--- config.mk ---
export PLATFORM = sky130hd
export DESIGN_NAME = i2c_bus_monitor
export DESIGN_NICKNAME = d
export VERILOG_FILES = /design/src/rtl/i2cmon_pkg.sv /design/src/rtl/i2cmon_sync.sv /design/src/rtl/i2cmon_cond.sv /design/src/rtl/i2cmon_frame.sv /design/src/rtl/i2c_bus_monitor.sv
export SDC_FILE = /design/constraint.sdc
export NUM_CORES = 1
export LEC_CHECK = 0
export BUFFER_PORTS_ARGS = -buffer_cell sky130_fd_sc_hd__buf_2
export CAP_MARGIN = 30
export CELL_PAD_IN_SITES_DETAIL_PLACEMENT = 1
export CELL_PAD_IN_SITES_GLOBAL_PLACEMENT = 1
export CORE_MARGIN = 4
export CORE_UTILIZATION = 43
export DETAILED_ROUTE_END_ITERATION = 16
export GPL_TIMING_DRIVEN = 1
export PLACE_DENSITY_LB_ADDON = 0.1
export SETUP_SLACK_MARGIN = 0.05
export SKIP_LAST_GASP = 1
export SLEW_MARGIN = 20
export SYNTH_ARGS = -nofsm -noshare
export SYNTH_HDL_FRONTEND = slang
export SYNTH_SLANG_ARGS = --single-unit
--- constraint.sdc ---
create_clock -name clk_i -period 4.09 [get_ports clk_i]
set_input_delay 0.2045 -clock clk_i [delete_from_list [all_inputs] [get_ports clk_i]]
set_output_delay 0.2045 -clock clk_i [all_outputs]
set_load 0.02 [all_outputs]
--- src/rtl/i2cmon_pkg.sv ---
package i2cmon_pkg;
  localparam int ADDR_W  = 7;
  localparam int FRAME_W = ADDR_W + 1;           // address + rw
  localparam int CNT_W   = $clog2(FRAME_W + 2);

  typedef enum logic [2:0] {
    CAT_NORMAL  = 3'd0,
    CAT_GCALL   = 3'd1,
    CAT_CBUS    = 3'd2,
    CAT_EXT     = 3'd3,
    CAT_EXT_ALL = 3'd4
  } cat_e;

  function automatic cat_e classify(input logic [ADDR_W-1:0] a);
    if (a == '0)                          return CAT_GCALL;
    else if (a == ADDR_W'(1))             return CAT_CBUS;
    else if (&a)                          return CAT_EXT_ALL;
    else if (&a[ADDR_W-1:ADDR_W-4])       return CAT_EXT;
    else                                  return CAT_NORMAL;
  endfunction
endpackage

--- src/rtl/i2cmon_sync.sv ---
module i2cmon_sync #(
  parameter int WIDTH  = 2,
  parameter int STAGES = 2
) (
  input  logic             clk_i,
  input  logic             rst_ni,
  input  logic [WIDTH-1:0] d_i,
  output logic [WIDTH-1:0] q_o
);
  // idle bus level is high on both lines
  for (genvar w = 0; w < WIDTH; w++) begin : g_bit
    logic [STAGES-1:0] chain_q;
    always_ff @(posedge clk_i or negedge rst_ni) begin
      if (!rst_ni) chain_q <= '1;
      else         chain_q <= {chain_q[STAGES-2:0], d_i[w]};
    end
    assign q_o[w] = chain_q[STAGES-1];
  end
endmodule

--- src/rtl/i2cmon_cond.sv ---
module i2cmon_cond (
  input  logic clk_i,
  input  logic rst_ni,
  input  logic scl_i,
  input  logic sda_i,
  output logic start_o,
  output logic stop_o,
  output logic sample_o,
  output logic bit_o
);
  logic scl_q, sda_q;

  always_ff @(posedge clk_i or negedge rst_ni) begin
    if (!rst_ni) begin
      scl_q <= 1'b1;
      sda_q <= 1'b1;
    end else begin
      scl_q <= scl_i;
      sda_q <= sda_i;
    end
  end

  // conditions need SCL held high across the SDA transition
  assign start_o  = scl_i & scl_q &  sda_q & ~sda_i;
  assign stop_o   = scl_i & scl_q & ~sda_q &  sda_i;
  assign sample_o = scl_i & ~scl_q;
  assign bit_o    = sda_i;
endmodule

--- src/rtl/i2cmon_frame.sv ---
module i2cmon_frame
  import i2cmon_pkg::*;
(
  input  logic              clk_i,
  input  logic              rst_ni,
  input  logic              start_i,
  input  logic              stop_i,
  input  logic              sample_i,
  input  logic              bit_i,
  output logic              busy_o,
  output logic              start_o,
  output logic              stop_o,
  output logic              valid_o,
  output logic [ADDR_W-1:0] addr_o,
  output logic              rw_o,
  output logic              ack_o,
  output cat_e              cat_o,
  output logic              err_o
);
  localparam logic [CNT_W-1:0] ACK_IDX = CNT_W'(FRAME_W);

  logic               capt_q;
  logic [CNT_W-1:0]   cnt_q;
  logic [FRAME_W-1:0] sh_q;
  logic               mid_frame;

  assign mid_frame = capt_q && (cnt_q != '0);

  always_ff @(posedge clk_i or negedge rst_ni) begin
    if (!rst_ni) begin
      busy_o  <= 1'b0;
      start_o <= 1'b0;
      stop_o  <= 1'b0;
      valid_o <= 1'b0;
      err_o   <= 1'b0;
      addr_o  <= '0;
      rw_o    <= 1'b0;
      ack_o   <= 1'b0;
      cat_o   <= CAT_NORMAL;
      capt_q  <= 1'b0;
      cnt_q   <= '0;
      sh_q    <= '0;
    end else begin
      start_o <= start_i;
      stop_o  <= stop_i;
      valid_o <= 1'b0;
      err_o   <= 1'b0;
      if (start_i) begin
        busy_o <= 1'b1;
        capt_q <= 1'b1;
        cnt_q  <= '0;
        err_o  <= mid_frame;
      end else if (stop_i) begin
        busy_o <= 1'b0;
        capt_q <= 1'b0;
        cnt_q  <= '0;
        err_o  <= mid_frame;
      end else if (sample_i && capt_q) begin
        if (cnt_q == ACK_IDX) begin
          capt_q  <= 1'b0;
          cnt_q   <= '0;
          valid_o <= 1'b1;
          addr_o  <= sh_q[FRAME_W-1:1];
          rw_o    <= sh_q[0];
          ack_o   <= ~bit_i;
          cat_o   <= classify(sh_q[FRAME_W-1:1]);
        end else begin
          sh_q  <= {sh_q[FRAME_W-2:0], bit_i};
          cnt_q <= cnt_q + 1'b1;
        end
      end
    end
  end
endmodule

--- src/rtl/i2c_bus_monitor.sv ---
module i2c_bus_monitor
  import i2cmon_pkg::*;
#(
  parameter int SYNC_STAGES = 2
) (
  input  logic              clk_i,
  input  logic              rst_ni,
  input  logic              scl_i,
  input  logic              sda_i,
  output logic              busy_o,
  output logic              start_o,
  output logic              stop_o,
  output logic              frame_valid_o,
  output logic [ADDR_W-1:0] addr_o,
  output logic              rw_o,
  output logic              ack_o,
  output logic [2:0]        cat_o,
  output logic              proto_err_o
);
  logic [1:0] line_s;
  logic       start_d, stop_d, sample_d, bit_d;
  cat_e       cat_w;

  i2cmon_sync #(.WIDTH(2), .STAGES(SYNC_STAGES)) u_sync (
    .clk_i (clk_i),
    .rst_ni(rst_ni),
    .d_i   ({scl_i, sda_i}),
    .q_o   (line_s)
  );

  i2cmon_cond u_cond (
    .clk_i   (clk_i),
    .rst_ni  (rst_ni),
    .scl_i   (line_s[1]),
    .sda_i   (line_s[0]),
    .start_o (start_d),
    .stop_o  (stop_d),
    .sample_o(sample_d),
    .bit_o   (bit_d)
  );

  i2cmon_frame u_frame (
    .clk_i   (clk_i),
    .rst_ni  (rst_ni),
    .start_i (start_d),
    .stop_i  (stop_d),
    .sample_i(sample_d),
    .bit_i   (bit_d),
    .busy_o  (busy_o),
    .start_o (start_o),
    .stop_o  (stop_o),
    .valid_o (frame_valid_o),
    .addr_o  (addr_o),
    .rw_o    (rw_o),
    .ack_o   (ack_o),
    .cat_o   (cat_w),
    .err_o   (proto_err_o)
  );

  assign cat_o = cat_w;
endmodule

# Yosys cells after proc, flatten, opt, wreduce, memory -nomap -nowiden
# Index checks and enable logic that the tools add are counted.
# Widths: inputs -> output; s select.
# word_totals
register_bits,36
input_bits,4
out_inout_bits,17
elab_cells,63
# classes
addsub,1
eq_ne,2
mux,20
n_bitwise,12
reduce_logical,12
# ops
op,count
$mux 4,4
$mux 1,12
$reduce_and 4->1,3
$mux 3,3
$eq 7x1->1 const B,1
$logic_not 7->1,1
$reduce_and 7->1,1
$and 1x1->1,6
$not 1->1,6
$reduce_bool 3->1,2
$add 4x1->4 const B,1
$eq 4x4->1 const B,1
$reduce_bool 4->1,1
$logic_and 1x1->1,2
$mux 2,1
$reduce_and 2->1,1
$reduce_bool 2->1,1

# Depth between registers and ports, before layout
# Gate-level depths: netlist of the first run.
# logic_depth
word_depth,6
ltp_mapped,6
ltp_nobuf,5

# By module
# A second synthesis of the first run with hierarchy kept.
# unflattened
hier_cells,108
hier_area_um2,1531.5
# modules_own_cells
module,instances,cells_each,area_per_inst_um2
i2cmon_frame,1,96,1325.0
i2cmon_sync,1,6,120.1
i2cmon_cond,1,6,86.3

# Worst setup path after synthesis of the first run
# Ideal clock, no wire load.
# synth_path
kind,register -> register
startpoint,reg u_frame.cnt_q[0]
endpoint,reg u_frame.addr_o[0]
t_arrival_ns,1.428
required_ns,3.965
path_slack_ns,2.537
path_stages_with_launch,7
cell_sequence,dfrtp_1 inv_1 ha_1 nand3b_4 nor2_2 buf_6 mux2_2
# synth_via
elab_chain_len,2
# synth_rtl
element,line,text
"start, declared",i2cmon_frame.sv:23,logic [CNT_W-1:0] cnt_q;
"start signal, assigned",i2cmon_frame.sv:69,cnt_q <= cnt_q + 1'b1;
$eq 4x4->1,i2cmon_frame.sv:59,if (cnt_q == ACK_IDX) begin
$reduce_and 4->1 (no line),--,
"end signal, assigned",i2cmon_frame.sv:63,addr_o <= sh_q[FRAME_W-1:1];
"end, declared",i2cmon_frame.sv:14,"output logic [ADDR_W-1:0] addr_o,"
# No other way between the ends.
# A chain may end at the register's enable or synchronous reset.

# Worst setup path in the final report of the first run
# layout_path
startpoint,reg u_frame.cnt_q[0]
endpoint,reg u_frame.addr_o[6]
# The elaborated chain is that of the path after synthesis.

==> results of run 1 <==
[area by class of cell]
cell class                      count  area share (%)
Sequential cell                    36            54.3
Clock inverter                      1           0.299
Clock buffer                        7            2.69
Inverter                            5            1.12
Multi-Input combinational cell     60            30.5
Tap cell                           44            3.29
Timing Repair Buffer               23            7.78
[path summary, 6_finish.rpt]
kind / end / slack [ns]
worst min-delay path: u_sync.g_bit[1].chain_q[1]$_DFF_PN1_ / 0.35
min in group asynchronous: u_frame.cnt_q[1]$_DFFE_PN0P_ / 0.47
worst min register to register: u_sync.g_bit[1].chain_q[1]$_DFF_PN1_ / 0.35
worst max register to register: u_frame.addr_o[6]$_DFFE_PN0P_ / 2.19
max in group asynchronous: u_frame.stop_o$_DFF_PN0_ / 3.12
worst max-delay path: u_frame.addr_o[6]$_DFFE_PN0P_ / 2.19
[metal layers]
layer	part of all wire (%)	vias to the layer above	track usage (%)	routed length [um]
met3	5.9	4	5.27	154
met5	0	-	0	0
met2	45	22	21.7	1180
met4	1.1	0	5.33	29
met1	48	449	18.0	1250
li1	-	428	-	-
[registers in the layout, indices dropped and copies added (netlist names), 3 cells and up]
name                  flops
u_sync.g_bit.chain_q      4
u_frame.sh_q              8
u_frame.addr_o            7
u_frame.cat_o             3
u_frame.cnt_q             4
[kinds of logic (layout without fill, tap and decap cells)]
kind of cell,after synthesis,after routing,share of synthesized area [%]
AO/OA/AOI/OAI,14,14,6.48
XOR/XNOR,2,2,1.21
adder cells (fa/ha/maj),2,2,1.73
buffers and inverters,6,36,2.07
flip-flops,36,36,62.7
multiplexers,18,18,14.0
AND/OR/NAND/NOR,24,24,11.8
[cells in the mapped netlist (2+ instances only)]
| cell | number |
|---|---|
| a21oi_1 | 2 |
| dfrtp_1 | 30 |
| dfstp_2 | 6 |
| ha_1 | 2 |
| inv_1 | 5 |
| mux2_2 | 17 |
| nand2_1 | 4 |
| nand3_1 | 3 |
| nand3b_4 | 2 |
| nor3b_1 | 2 |
| o21ai_0 | 4 |
| o221ai_1 | 2 |
| o22ai_1 | 2 |
| or3_1 | 2 |
[worst max-delay path, stage by stage, from the launching register on]
cell and delay (ns):
dfrtp_1 0.41, inv_1 0.10, ha_1 0.22, nand3b_4 0.15, nor2_2 0.52, mux2_2 0.40
[power groups by stage]
stage | clock, W | sequential (W) | combinational [W]
after global routing | 0.000207 | 0.000462 | 0.000132
final | 0.000178 | 0.000452 | 0.000117
after global placement | 0 | 0.000455 | 0.000111
after floorplan | 0 | 0.000445 | 0.0000862
after CTS | 0.000185 | 0.000452 | 0.000119
after detailed placement | 0 | 0.000459 | 0.000116
[through the flow]
step                worst slack, ns  instance area (um2)
floorplan                      2.54                 1450
global placement               2.25                 1590
detailed placement             2.19                 1590
CTS                            2.16                 1670
global route                   2.08                 1670
finish                         2.19                 1670
[repair_timing]
item,in CTS,in global routing
resized for setup,0,0
hold buffers,3,0
hold endpoints to repair,32,0
==> summary.md, run 1 <==
| Metric | Value |
|---|---|
| Max H-tree Level | 2 |
| Num ports | 21 |
| Worst Path Required | roughly 4.3 ns |
| Critical register-to-register path startpoint | u_frame.cnt_q[0]$_DFFE_PN0P_ |
| Post-synthesis sequential area ratio | a little over three fifths |
| Final Hold Fails | 0 |
| Vias | between 900 and 1,000 |
| Port Buf Inserts | 20 |
| Wire length reported by the detailed router | around 2600 um |
| Setup crit start kind | flip-flop |
| Fill cells | between 300 and 400 |
| Critical path arrival | 2.12 ns |
| Maximum number of pins on one net before global-route repair | 37 |
| Cell types occupying the most area after synthesis | dfrtp_1 (52%), mux2_2 (13%), dfstp_2 (11%), nand3b_4 (2.8%), ha_1 (1.7%) |
| Commonest non-fill, non-tap cells in the layout | dfrtp_1 (30), buf_2 (20), mux2_2 (17), dfstp_2 (6) |
| Headroom to the max-slew limit | between 40 and 50% |
| Combinational group share of total power | 15.7% |
| Number of storage elements in the synthesis netlist | 36 |
| Area enclosed by the die boundary | 4360 um2 |
| Worst Hold Margin | 0.351 ns |
| TNS Setup | 0 ns |
| Clock Tree Buf Depth | 2 |
| Total number of nets in the final design | roughly 140 |
| Wire length of the first global-routing pass | roughly 4500 um |
| LEAKAGE | ~0.85 nW |
| Storage element area | approximately 910 um2 |
| Total net switching power | about 0.00022 W |
| RSZ-0062 raised after global routing | no |
| Count of final setup violators | 0 |
| Placed cell count | approximately 170 |
| Setup Fix Bufs, Post-CTS | 0 |
| Max Freq | approximately 530 MHz |
| Number of synthesized flops with an enable pin | 0 |
| Final worst clock skew | between 0.008 and 0.009 ns |
| Count of standard-cell rows | 20 |
| Fraction of registers with async set or reset after synthesis | 100% |
| Sink Count | 36 |
| Depth of the most critical reg-to-reg path | 5 |
| Area leader, netlist | dfrtp_1 |
| Antenna-violating nets left | 0 |
| Launch point of the critical path | u_frame.cnt_q[0]$_DFFE_PN0P_ |
| Clock tree from TritonCTS | done |
| Internal power component | 0.000530 W |
| X dimension of the die | 66.0 um |
| Root Driver | clkbuf_4 |
| Synthesized cell area | ~1400 um2 |
| Vertical extent of the die | ~66 um |
| Dpl hpwl | 1820 um |
| DR vias/cell | 5.13 |
| Count of max-cap constraint violations | 0 |
| Number of warning messages in the yosys log | 0 |
| Post-Synthesis Cells | roughly 100 |
| Length of the first detailed-routing pass in iterations | 4 |
| Final weighted congestion in routability-driven placement | 0.761 |
| Primary flip-flop cell chosen by synthesis mapping | dfrtp_1 |
| Area of the core | 3130 um2 |
| Initial core utilization | approximately 46% |
| Iteration-0 DRC count of the detailed router | 18 |
| Worst Tran Pin Value | roughly 0.76 ns |
| Total Power | 0.000747 W |
| Clock Pin Slew Worst Setup and Hold Paths | 0.10 ns |
| Average routed wire per standard cell | approximately 15 um |
| Worst vdd rail ir drop | 0.000201 V |
| Most common library cell in the layout ignoring fill and taps | dfrtp_1 |
| Portion of synthesized cell area occupied by the leading cell type | about 52% |
| Portion of total power attributed to the clock network | 23.8% |
| Element type at the critical path end | flip-flop |
| Antenna diode count | 0 |
| Final number of max-transition violations | 0 |
| Num CTS Buffers | 5 |
| Sw Ratio | slightly below 30% |
| Vias in the first global route | between 900 and 1,000 |
| Setup Crit Path Kind | reg2reg |
| Area used by multi-input combinational logic | 510 um2 |
| Hold path start | u_sync.g_bit[1].chain_q[0]$_DFF_PN1_ |
| Unique masters post-synth | 33 |
| Final worst path period share | between 40% and 50% |
| Worst-path maximum fanout | 12 |
| Power density relative to cell area | around 450 nW/um2 |
| Share of layout cells above drive strength 1 | 40.9% |
| Util after Layout | ~53% |
| Fin crit period | ~1.9 ns |
| Total track usage | roughly 14% |
| Global-route congestion overflow total | 0 |
| Antenna violations before repair | 0 |
| Relative contribution of sequential cells to total power | between 60% and 70% |
| Area added between synthesis and finish | 15.5% |
| Remaining DRCs | 0 |
| Hold/Removal Path Class | reg2reg |
| Filler-free cell count of the finished design | around 180 |
| Clock latency on the worst-skew pair | about 0.33 ns |
| Mean instance size in the synthesized netlist | 14.2 um2 |
| Outcome | finished clean |
| Depth of the worst hold-timing path | 0 |
| Number of nets in the synthesized netlist | about 110 |
Power figures use the tool's default switching activity.
==> run 2, diff against run 1 <==
Clock period 4.09 ns to 1.9 ns, I/O delays scaled along.
==> run 2 against run 1 <==
Compared with the run above: cell count is 0.57% higher; combinational power is 110% higher; clock power grew to 3.0 times the previous value; maximum frequency is 12% higher; die area stayed put; utilization is 1.2 points higher; first-iteration DRC count is 11% lower; wire length is 4.0% higher; clock skew is 0.0057 ns higher; sequential share of layout area is 1.2 points lower; sequential power is 120% higher; largest cell class unchanged.
==> summary.md, run 2 (synthesized netlist as in run 1, its figures left out) <==
| Metric | Value |
|---|---|
| Outcome | finished clean |
| Worst Path Required | 2.13 ns (-2.18 ns) |
| Total number of nets in the final design | 138 (+0.73%) |
| Initial core utilization | 46.3% (unchanged) |
| Sw Ratio | 27.9% (-1.2 points) |
| Remaining DRCs | 0 (unchanged) |
| Fin crit period | 1.69 ns (-0.210 ns) |
| LEAKAGE | 0.872 nW (+2.0%) |
| Placed cell count | 166 (+0.61%) |
| Worst Hold Margin | 0.345 ns (-0.00596 ns) |
| GRT Max-Usage Layer | met2 |
| Wire length reported by the detailed router | 2720 um (+4.0%) |
| CP top delay family | flip-flops |
| Count of final setup violators | 0 (unchanged) |
| Headroom to the max-slew limit | 48.3% (-0.81 points) |
| Share of layout cells above drive strength 1 | 42.9% (+1.9 points) |
| Portion of total power attributed to the clock network | 30.5% (+6.7 points) |
| Iteration-0 DRC count of the detailed router | 16 (-2) |
| Most common library cell in the layout ignoring fill and taps | dfrtp_1 |
| Commonest non-fill, non-tap cells in the layout | dfrtp_1 (30), buf_2 (20), mux2_2 (17), dfstp_2 (6) |
| Setup Crit Path Kind | reg2reg |
| Maximum number of pins on one net before global-route repair | 37 (unchanged) |
| Slowest Stage Delay on Critical Path | 0.43 ns (-0.09 ns) |
| Number of flip-flops under the largest register name | 8 (unchanged) |
| Element type at the critical path end | flip-flop |
| TNS Setup | 0 ns (unchanged) |
| Met3 track demand over resource | 6.29% (+1.0 points) |
| Hold/Removal Path Class | in2async |
| Global-route met1 utilization | 19.0% (+1.0 points) |
| Top flop regs | u_frame.sh_q (8), u_frame.addr_o (7) |
| Internal power component | 0.00127 W (+140%) |
| Num ports | 21 (unchanged) |
| Dpl hpwl | 1850 um (+1.7%) |
| Area of the core | 3130 um2 (unchanged) |
| DR vias/cell | 5.16 (+0.65%) |
| Storage element area | 908 um2 (unchanged) |
| Antenna violations before repair | 0 (unchanged) |
| Max Freq | 591 MHz (+12%) |
| Critical path arrival | 1.92 ns (-0.20 ns) |
| Area added between synthesis and finish | 18.0% |
| Length of the first detailed-routing pass in iterations | 3 (-1) |
| Setup Fix Bufs, Post-CTS | 0 (unchanged) |
| Most flop-heavy register | u_frame.sh_q |
| Max H-tree Level | 2 (unchanged) |
| Worst Tran Pin Value | 0.775 ns (+0.0122 ns) |
| Vertical extent of the die | 66.0 um (unchanged) |
| Slowest CP cell | dfrtp_1 |
| Antenna-violating nets left | 0 (unchanged) |
| Area used by multi-input combinational logic | 510 um2 (unchanged) |
| Cell-by-cell trace of the critical path | inv_1 > ha_1 > nand3b_4 > nor2_2 > buf_4 > mux2_2 |
| Area enclosed by the die boundary | 4360 um2 (unchanged) |
| Worst vdd rail ir drop | 0.000576 V (+190%) |
| Final worst clock skew | 0.0145 ns (+0.00575 ns) |
| Setup crit start kind | flip-flop |
| Total net switching power | 0.000491 W (+130%) |
| Global-route congestion overflow total | 0 (unchanged) |
| Fill cells | 335 (-0.89%) |
| Root Driver | clkbuf_4 |
| Wire length of the first global-routing pass | 4700 um (+3.5%) |
| Antenna diode count | 0 (unchanged) |
| Launch point of the critical path | u_frame.cnt_q[0]$_DFFE_PN0P_ |
| Power density relative to cell area | 1030 nW/um2 (+130%) |
| Final Hold Fails | 0 (unchanged) |
| Final worst path period share | 89.1% (+43 points) |
| Count of max-cap constraint violations | 0 (unchanged) |
| Clock tree from TritonCTS | done |
| Num CTS Buffers | 5 (unchanged) |
| Count of standard-cell rows | 20 (unchanged) |
| Clock Tree Buf Depth | 2 (unchanged) |
| Vias | 914 (+1.2%) |
| Clock Pin Slew Worst Setup and Hold Paths | 0.12 ns (+0.02 ns) |
| X dimension of the die | 66.0 um (unchanged) |
| Vias in the first global route | 973 (+0.62%) |
| Critical register-to-register path startpoint | u_frame.cnt_q[0]$_DFFE_PN0P_ |
| Total track usage | 14.8% (+0.77 points) |
| Worst-path maximum fanout | 12 (unchanged) |
| Met2 capacity usage during global routing | 22.0% (+0.38 points) |
| Util after Layout | 54.7% (+1.2 points) |
| Buf/Inv on CP | 2 (+1) |
| Final number of max-transition violations | 0 (unchanged) |
| Number of instances resized during post-cts repair | 0 (unchanged) |
| Port Buf Inserts | 20 (unchanged) |
| Average routed wire per standard cell | 15.3 um (+3.4%) |
| Relative contribution of sequential cells to total power | 55.3% (-5.2 points) |
| Clock latency on the worst-skew pair | 0.35 ns (+0.02 ns) |
| Filler-free cell count of the finished design | 177 (+0.57%) |
| Combinational group share of total power | 14.2% (-1.5 points) |
| RSZ-0062 raised after global routing | no |
| Final weighted congestion in routability-driven placement | 0.783 (+3.0%) |
| Sink Count | 36 (unchanged) |
## run 2: cell types whose count changed in the layout (fill, tap and decap cells not counted), sizes merged
cell,before,now
clkbuf,7,5
buf,20,21
clkinvlp,0,1
bufinv,0,1
## run 2: final timing paths
kind / to / cells past startpoint / slack, ns
setup / recovery: u_frame.addr_o[1]$_DFFE_PN0P_ / 6 / 0.21
hold / removal: u_frame.cnt_q[1]$_DFFE_PN0P_ / 2 / 0.35
setup reg to reg: u_frame.addr_o[1]$_DFFE_PN0P_ / 6 / 0.21
hold reg to reg: u_sync.g_bit[1].chain_q[1]$_DFF_PN1_ / 0 / 0.36
max in group asynchronous: u_frame.addr_o[3]$_DFFE_PN0P_ / 2 / 1.05
min in group clk_i: u_sync.g_bit[1].chain_q[1]$_DFF_PN1_ / 0 / 0.36
## run 2: cell type report
| cell class | instances | share of cell area (%) |
|---|---|---|
| Clock buffer | 5 | 2.19 |
| Timing Repair Buffer | 24 | 8.05 |
| Multi-Input combinational cell | 60 | 29.8 |
| Inverter | 5 | 1.10 |
| Tap cell | 44 | 3.22 |
| Clock inverter | 3 | 2.49 |
| Sequential cell | 36 | 53.1 |
## run 2: routing by layer
metal / wire (um) / up-vias
met5: 0 / -
met4: 62 / 0
met3: 151 / 8
met2: 1220 / 22
met1: 1290 / 454
li1: - / 430
## run 2: worst register-to-register path: stages, from the launching register on
cell and delay (ns):
dfrtp_1 0.43, inv_1 0.11, ha_1 0.22, nand3b_4 0.14, nor2_2 0.12, buf_4 0.20, mux2_2 0.35
## run 2: what timing repair did
item | in CTS | in global routing
hold buffers | 3 | 0
endpoints found under the setup margin | 0 | 0
endpoints found under the hold margin | 32 | 0
## run 2: per-stage QoR
| stage | total power [W] | setup slack (ns) | instance area (um2) |
|---|---|---|---|
| global route | 0.00187 | 0.106 | 1710 |
| floorplan | 0.00114 | 0.347 | 1450 |
| detailed placement | 0.00124 | 0.252 | 1600 |
| global placement | 0.00122 | 0.294 | 1600 |
| finish | 0.00176 | 0.207 | 1710 |
| CTS | 0.00179 | 0.198 | 1710 |
## run 2: power by group through the flow
stage	sequential [W]	combinational, W	clock (W)
floorplan	0.000957	0.000186	0
global placement	0.000978	0.000239	0
detailed placement	0.000989	0.000249	0
CTS	0.000973	0.000255	0.000560
global route	0.000994	0.000283	0.000592
finish	0.000973	0.000250	0.000537
